## config.mk

```make
export PLATFORM = sky130hd
export DESIGN_NAME = psac_code_fix
export DESIGN_NICKNAME = d
export VERILOG_FILES = /design/src/rtl/psac_fix_pkg.sv /design/src/rtl/psac_lsb_adjust.sv /design/src/rtl/psac_req_reg.sv /design/src/rtl/psac_code_fix.sv
export SDC_FILE = /design/constraint.sdc
export NUM_CORES = 1
export LEC_CHECK = 0
export BUFFER_PORTS_ARGS = -buffer_cell sky130_fd_sc_hd__buf_2
export CORE_UTILIZATION = 54
export CTS_BUF_LIST = sky130_fd_sc_hd__clkbuf_16
export DETAILED_ROUTE_END_ITERATION = 12
export PLACE_DENSITY_LB_ADDON = 0.25
export SYNTH_ARGS = -nofsm -noshare
export SYNTH_HDL_FRONTEND = slang
export SYNTH_SLANG_ARGS = --single-unit
```

## constraint.sdc

```tcl
create_clock -name clk -period 2.5 [get_ports clk]
set_clock_uncertainty 0.05 [all_clocks]
set_input_delay 0.5 -clock clk [delete_from_list [all_inputs] [get_ports clk]]
set_output_delay 0.5 -clock clk [all_outputs]
set_load 0.01 [all_outputs]
```

## src/rtl/psac_fix_pkg.sv

```systemverilog
package psac_fix_pkg;

    // Out-of-range indications for one amplified residue
    typedef struct packed {
        logic below;
        logic above;
    } range_flags_t;

    // Both indications at once is physically contradictory
    function automatic logic flags_clash(range_flags_t f);
        return f.below & f.above;
    endfunction

endpackage

```

## src/rtl/psac_lsb_adjust.sv

```systemverilog
module psac_lsb_adjust
    import psac_fix_pkg::*;
#(
    parameter int W = 3
) (
    input  logic         clk,
    input  logic         rst_n,
    input  logic         vld_i,
    input  logic [W-1:0] code_i,
    input  range_flags_t flags_i,
    output logic [W-1:0] code_o,
    output logic         add_o,
    output logic         sub_o,
    output logic         clash_o
);
    localparam logic [W-1:0] ONE  = W'(1);
    localparam logic [W-1:0] ZERO = '0;
    localparam logic [W-1:0] FULL = '1;

    always_comb begin
        code_o  = code_i;
        add_o   = 1'b0;
        sub_o   = 1'b0;
        clash_o = 1'b0;
        if (vld_i) begin
            if (flags_clash(flags_i)) begin
                clash_o = 1'b1;
            end else if (flags_i.below) begin
                // earlier code one LSB high: lower it, residue needs an add
                add_o = 1'b1;
                if (code_i != ZERO) code_o = code_i - ONE;
            end else if (flags_i.above) begin
                // earlier code one LSB low: raise it, residue needs a subtract
                sub_o = 1'b1;
                if (code_i != FULL) code_o = code_i + ONE;
            end
        end
    end

    // saturation, never a wrap between the two extremes
    p_no_wrap_up_r4: assert property (@(posedge clk) disable iff (!rst_n)
        (code_i == FULL) |-> (code_o != ZERO));
    p_no_wrap_down_r3: assert property (@(posedge clk) disable iff (!rst_n)
        (code_i == ZERO) |-> (code_o != FULL));

endmodule

```

## src/rtl/psac_req_reg.sv

```systemverilog
module psac_req_reg (
    input  logic clk,
    input  logic rst_n,
    input  logic add_i,
    input  logic sub_i,
    output logic add_o,
    output logic sub_o
);
    typedef struct packed {
        logic add;
        logic sub;
    } req_t;

    req_t req_d, req_q;

    always_comb begin
        req_d.add = add_i;
        req_d.sub = sub_i;
    end

    always_ff @(posedge clk) begin
        if (!rst_n) req_q <= '0;
        else        req_q <= req_d;
    end

    assign add_o = req_q.add;
    assign sub_o = req_q.sub;

    // one boundary never asks for both directions
    p_req_excl_r7: assert property (@(posedge clk) disable iff (!rst_n)
        !(add_o && sub_o));

endmodule

```

## src/rtl/psac_code_fix.sv

```systemverilog
module psac_code_fix
    import psac_fix_pkg::*;
#(
    parameter int WA = 3,
    parameter int WB = 3,
    parameter int WC = 2
) (
    input  logic                  clk,
    input  logic                  rst_n,
    input  logic                  valid_in,
    input  logic [WA-1:0]         code_a,
    input  logic [WB-1:0]         code_b,
    input  logic                  below_ab,
    input  logic                  above_ab,
    input  logic [WC-1:0]         code_c,
    input  logic                  below_bc,
    input  logic                  above_bc,
    output logic                  valid_out,
    output logic [WA+WB+WC-1:0]   word_out,
    output logic                  err_out,
    output logic [1:0]            add_req,
    output logic [1:0]            sub_req
);
    localparam int WT = WA + WB + WC;
    localparam int NB = 2;

    typedef struct packed {
        logic          v;
        logic [WA-1:0] a;
    } lane1_t;

    typedef struct packed {
        logic          v;
        logic [WA-1:0] a;
        logic [WB-1:0] b;
        logic          clash;
    } lane2_t;

    typedef struct packed {
        logic          v;
        logic [WT-1:0] word;
        logic          err;
    } lane3_t;

    typedef struct packed {
        lane1_t l1;
        lane2_t l2;
        lane3_t l3;
    } pipe_t;

    pipe_t pipe_d, pipe_q;

    range_flags_t  flags_ab, flags_bc;
    logic [WA-1:0] a_fixed;
    logic [WB-1:0] b_fixed;
    logic [NB-1:0] adj_add, adj_sub, adj_clash;

    assign flags_ab = '{below: below_ab, above: above_ab};
    assign flags_bc = '{below: below_bc, above: above_bc};

    // boundary first/second: flags arrive with the second code
    psac_lsb_adjust #(.W(WA)) u_adj_ab (
        .clk     (clk),
        .rst_n   (rst_n),
        .vld_i   (pipe_q.l1.v),
        .code_i  (pipe_q.l1.a),
        .flags_i (flags_ab),
        .code_o  (a_fixed),
        .add_o   (adj_add[0]),
        .sub_o   (adj_sub[0]),
        .clash_o (adj_clash[0])
    );

    // boundary second/third: flags arrive with the third code
    psac_lsb_adjust #(.W(WB)) u_adj_bc (
        .clk     (clk),
        .rst_n   (rst_n),
        .vld_i   (pipe_q.l2.v),
        .code_i  (pipe_q.l2.b),
        .flags_i (flags_bc),
        .code_o  (b_fixed),
        .add_o   (adj_add[1]),
        .sub_o   (adj_sub[1]),
        .clash_o (adj_clash[1])
    );

    for (genvar k = 0; k < NB; k++) begin : g_req
        psac_req_reg u_req (
            .clk   (clk),
            .rst_n (rst_n),
            .add_i (adj_add[k]),
            .sub_i (adj_sub[k]),
            .add_o (add_req[k]),
            .sub_o (sub_req[k])
        );
    end

    always_comb begin
        pipe_d = pipe_q;
        // lane 1: capture first-stage code
        pipe_d.l1.v     = valid_in;
        pipe_d.l1.a     = code_a;
        // lane 2: corrected first code, raw second code
        pipe_d.l2.v     = pipe_q.l1.v;
        pipe_d.l2.a     = a_fixed;
        pipe_d.l2.b     = code_b;
        pipe_d.l2.clash = adj_clash[0];
        // lane 3: merged word (extra register stage)
        pipe_d.l3.v     = pipe_q.l2.v;
        pipe_d.l3.word  = {pipe_q.l2.a, b_fixed, code_c};
        pipe_d.l3.err   = pipe_q.l2.clash | adj_clash[1];
    end

    always_ff @(posedge clk) begin
        if (!rst_n) pipe_q <= '0;
        else        pipe_q <= pipe_d;
    end

    assign valid_out = pipe_q.l3.v;
    assign word_out  = pipe_q.l3.word;
    assign err_out   = pipe_q.l3.err;

    // fixed latency in both directions
    p_latency_r1: assert property (@(posedge clk) disable iff (!rst_n)
        valid_in |-> ##3 valid_out);
    p_no_ghost_r1: assert property (@(posedge clk) disable iff (!rst_n)
        !valid_in |-> ##3 !valid_out);

    // contradictory flags give an error flag and no request
    p_clash_err_r6: assert property (@(posedge clk) disable iff (!rst_n)
        (pipe_q.l1.v && below_ab && above_ab) |-> ##2 err_out);
    p_clash_quiet_r6: assert property (@(posedge clk) disable iff (!rst_n)
        (pipe_q.l2.v && below_bc && above_bc) |=> (!add_req[1] && !sub_req[1]));

    // requests only for slots that hold a sample
    p_req_slot_ab_r8: assert property (@(posedge clk) disable iff (!rst_n)
        (add_req[0] || sub_req[0]) |-> $past(pipe_q.l1.v));
    p_req_slot_bc_r8: assert property (@(posedge clk) disable iff (!rst_n)
        (add_req[1] || sub_req[1]) |-> $past(pipe_q.l2.v));

endmodule

```

==> results.json <==
{
  "leakage_nw": 0.604,
  "gp_congestion": 0.864,
  "place_ws_ns": 1.05,
  "synth.most_common_cell": "dfxtp_1",
  "maxSlewHeadroom": 0.766,
  "seq_area_frac_synth": 0.462,
  "cts_buffers": 3,
  "finalSetupTns_ns": 0,
  "ant_nets": 0,
  "min_path_type": "reg2reg",
  "clockRootBuffer": "clkbuf_16",
  "hpwlAfterDp_mm": 1.29,
  "port_buffers": 28,
  "grt_max_degree": 22,
  "fin_ws_ns": 1.02,
  "drc": 0,
  "critical_path_arrival_ns": 1.61,
  "grt_pass1_vias": 703,
  "critPathKind": "reg2reg",
  "fmax_mhz": 677,
  "avgSynthCellArea_um2": 9.46,
  "die_h_um": 47.7,
  "p_per_area_nw_per_um2": 678,
  "clock-sinks": 26,
  "power.total_mw": 0.865,
  "yosysTopAreaCellShare": 0.462,
  "worst-slew-pin-transition_ns": 0.351,
  "status": "completed",
  "synth-edff-count": 0,
  "grt_pass1_wl_mm": 2.84,
  "initial_core_util": 0.574,
  "die_width_um": 47.7,
  "synth_cell_types": 32,
  "synth_top_area_cell": "dfxtp_1",
  "worstPathRequired_ns": 2.63,
  "cap_violations": 0,
  "dieArea_um2": 2270,
  "vias_per_cell": 4.94,
  "synth_cells": 119,
  "syn_to_final_growth_pct": 13.2,
  "ctsLongestPathBuffers": 2,
  "antenna_found_initial": 0,
  "ir_worst_vdd_v": 0.000419,
  "dr.pass1.iters": 4,
  "rsz0062_at_grt": "no",
  "period_needed_ns": 1.48,
  "design_area_um2": 1270,
  "fill_cells": 173,
  "cts_setup_buffers": 0,
  "finalMaxSlewViolations": 0,
  "antenna_cells": 0,
  "htree_levels": 1,
  "synthArstFlopShare": 0,
  "ctsHoldBuffers": 0,
  "synth_ff_type": "dfxtp_1",
  "wl_per_cell_um": 10.9,
  "drive_gt1_frac": 0.257,
  "worstPathMaxFanout": 3,
  "vias": 805,
  "globalRouteOverflowTotal": 0,
  "grt_use_total": 0.183,
  "yosys_warnings": 0,
  "drt-total-wl_mm": 1.77,
  "ys_seq_elements": 26,
  "num_rows": 16,
  "drt_iter0_drc": 12,
  "boundaryPins": 29,
  "ys_top_cells_by_count": "dfxtp_1 (26), and2_1 (14), nand2_1 (13)",
  "synth_area_leaders": "dfxtp_1 (46%), buf_4 (8.0%), and2_1 (7.8%)",
  "worstSkewPairLatency_ns": 0.25,
  "end_kind": "flop",
  "core_area_um2": 1960,
  "nNetsFinal": 158,
  "syn_area_um2": 1130,
  "finalSetupViolCount": 0,
  "place_area_um2": 1200,
  "post_cts_resized": 0,
  "hold_viol_final": 0,
  "critPathLaunchType": "flop",
  "path_clk_slew_ns": 0.06,
  "period_share": 0.590,
  "cts_tree": "done",
  "synth_nets": 140,
  "holdWs_ns": 0.390
}
## stage by stage
| stage | util | instances |
|---|---|---|
| after global placement | 0.610 | 159 |
| final | 0.650 | 163 |
| after detailed placement | 0.610 | 159 |
| after floorplan | - | 119 |
| after CTS | 0.650 | 163 |
| after global routing | 0.650 | 163 |
## state kept, by name, indices dropped and copies added (netlist names)
name / flops
pipe_q: 7
word_out: 8
valid_out: 1
pipe_d: 5
g_req.u_req.add_o: 2
g_req.u_req.sub_o: 2
err_out: 1
## layout by cell type, fill, tap and decap left out, drive strengths merged
cell type | synthesis | routed
a22o | 2 | 2
a31oi | 2 | 2
a21oi | 6 | 6
or2b | 1 | 1
and4 | 1 | 1
nor3b | 2 | 2
nor2b | 3 | 3
clkbuf | 1 | 3
a21o | 1 | 1
and4bb | 1 | 1
and3 | 1 | 1
nand2 | 13 | 13
a311o | 1 | 1
nand3 | 3 | 3
o21ai | 3 | 3
inv | 6 | 6
o31ai | 1 | 1
clkinv | 0 | 1
mux2i | 2 | 2
and2 | 14 | 14
or3 | 1 | 1
nand2b | 1 | 1
nand4b | 2 | 2
a21boi | 1 | 1
ha | 6 | 6
buf | 14 | 28
dfxtp | 26 | 26
a22oi | 1 | 1
nor2 | 3 | 3
## layer usage
| metal | vias to the layer above | track usage | wire length [µm] |
|---|---|---|---|
| li1 | 421 | - | - |
| met1 | 355 | 0.195 | 759 |
| met2 | 21 | 0.315 | 870 |
| met3 | 8 | 0.0340 | 72 |
| met4 | 0 | 0.150 | 65 |
| met5 | - | 0 | 0 |
## power by group
| part | total, mW | internal (mW) | switching (mW) |
|---|---|---|---|
| registers | 0.439 | 0.431 | 0.00788 |
| logic | 0.0832 | 0.0397 | 0.0435 |
| clock network | 0.343 | 0.213 | 0.129 |
| total | 0.865 | 0.685 | 0.181 |
## area by class of cell
type | count | area [µm²] | area share
flip-flops and latches | 26 | 520 | 0.408
multi-input cells | 72 | 479 | 0.376
repair buffers | 28 | 140 | 0.110
clock buffers | 3 | 75.1 | 0.0589
well taps | 27 | 33.8 | 0.0265
inverters | 6 | 22.5 | 0.0177
clock inverters | 1 | 3.75 | 0.00294
## worst max-delay path, stage by stage, from the launching register on
cell	delay, ns
dfxtp_1	0.37
inv_1	0.09
ha_1	0.20
or2b_1	0.17
nand2_1	0.07
or3_1	0.34
a31oi_1	0.12
## cell families (layout without fill, tap and decap cells)
kind of cell | count (synthesis) | in the layout | synth area share
buf+inv | 21 | 38 | 0.112
compound gates | 18 | 18 | 0.102
simple gates | 46 | 46 | 0.239
flops | 26 | 26 | 0.462
fa+ha+maj | 6 | 6 | 0.0667
mux | 2 | 2 | 0.0178
## final timing paths
| kind | end | start | depth (start not counted) | slack (ns) |
|---|---|---|---|---|
| hold / removal | word_out[7]$_SDFF_PN0_ | pipe_d[8]$_SDFF_PN0_ | 1 | 0.39 |
| setup reg to reg | word_out[3]$_SDFF_PN0_ | pipe_q[12]$_SDFF_PN0_ | 6 | 1.02 |
| hold reg to reg | word_out[7]$_SDFF_PN0_ | pipe_d[8]$_SDFF_PN0_ | 1 | 0.39 |
| setup / recovery | word_out[3]$_SDFF_PN0_ | pipe_q[12]$_SDFF_PN0_ | 6 | 1.02 |
(Power assumes the default switching activity.)
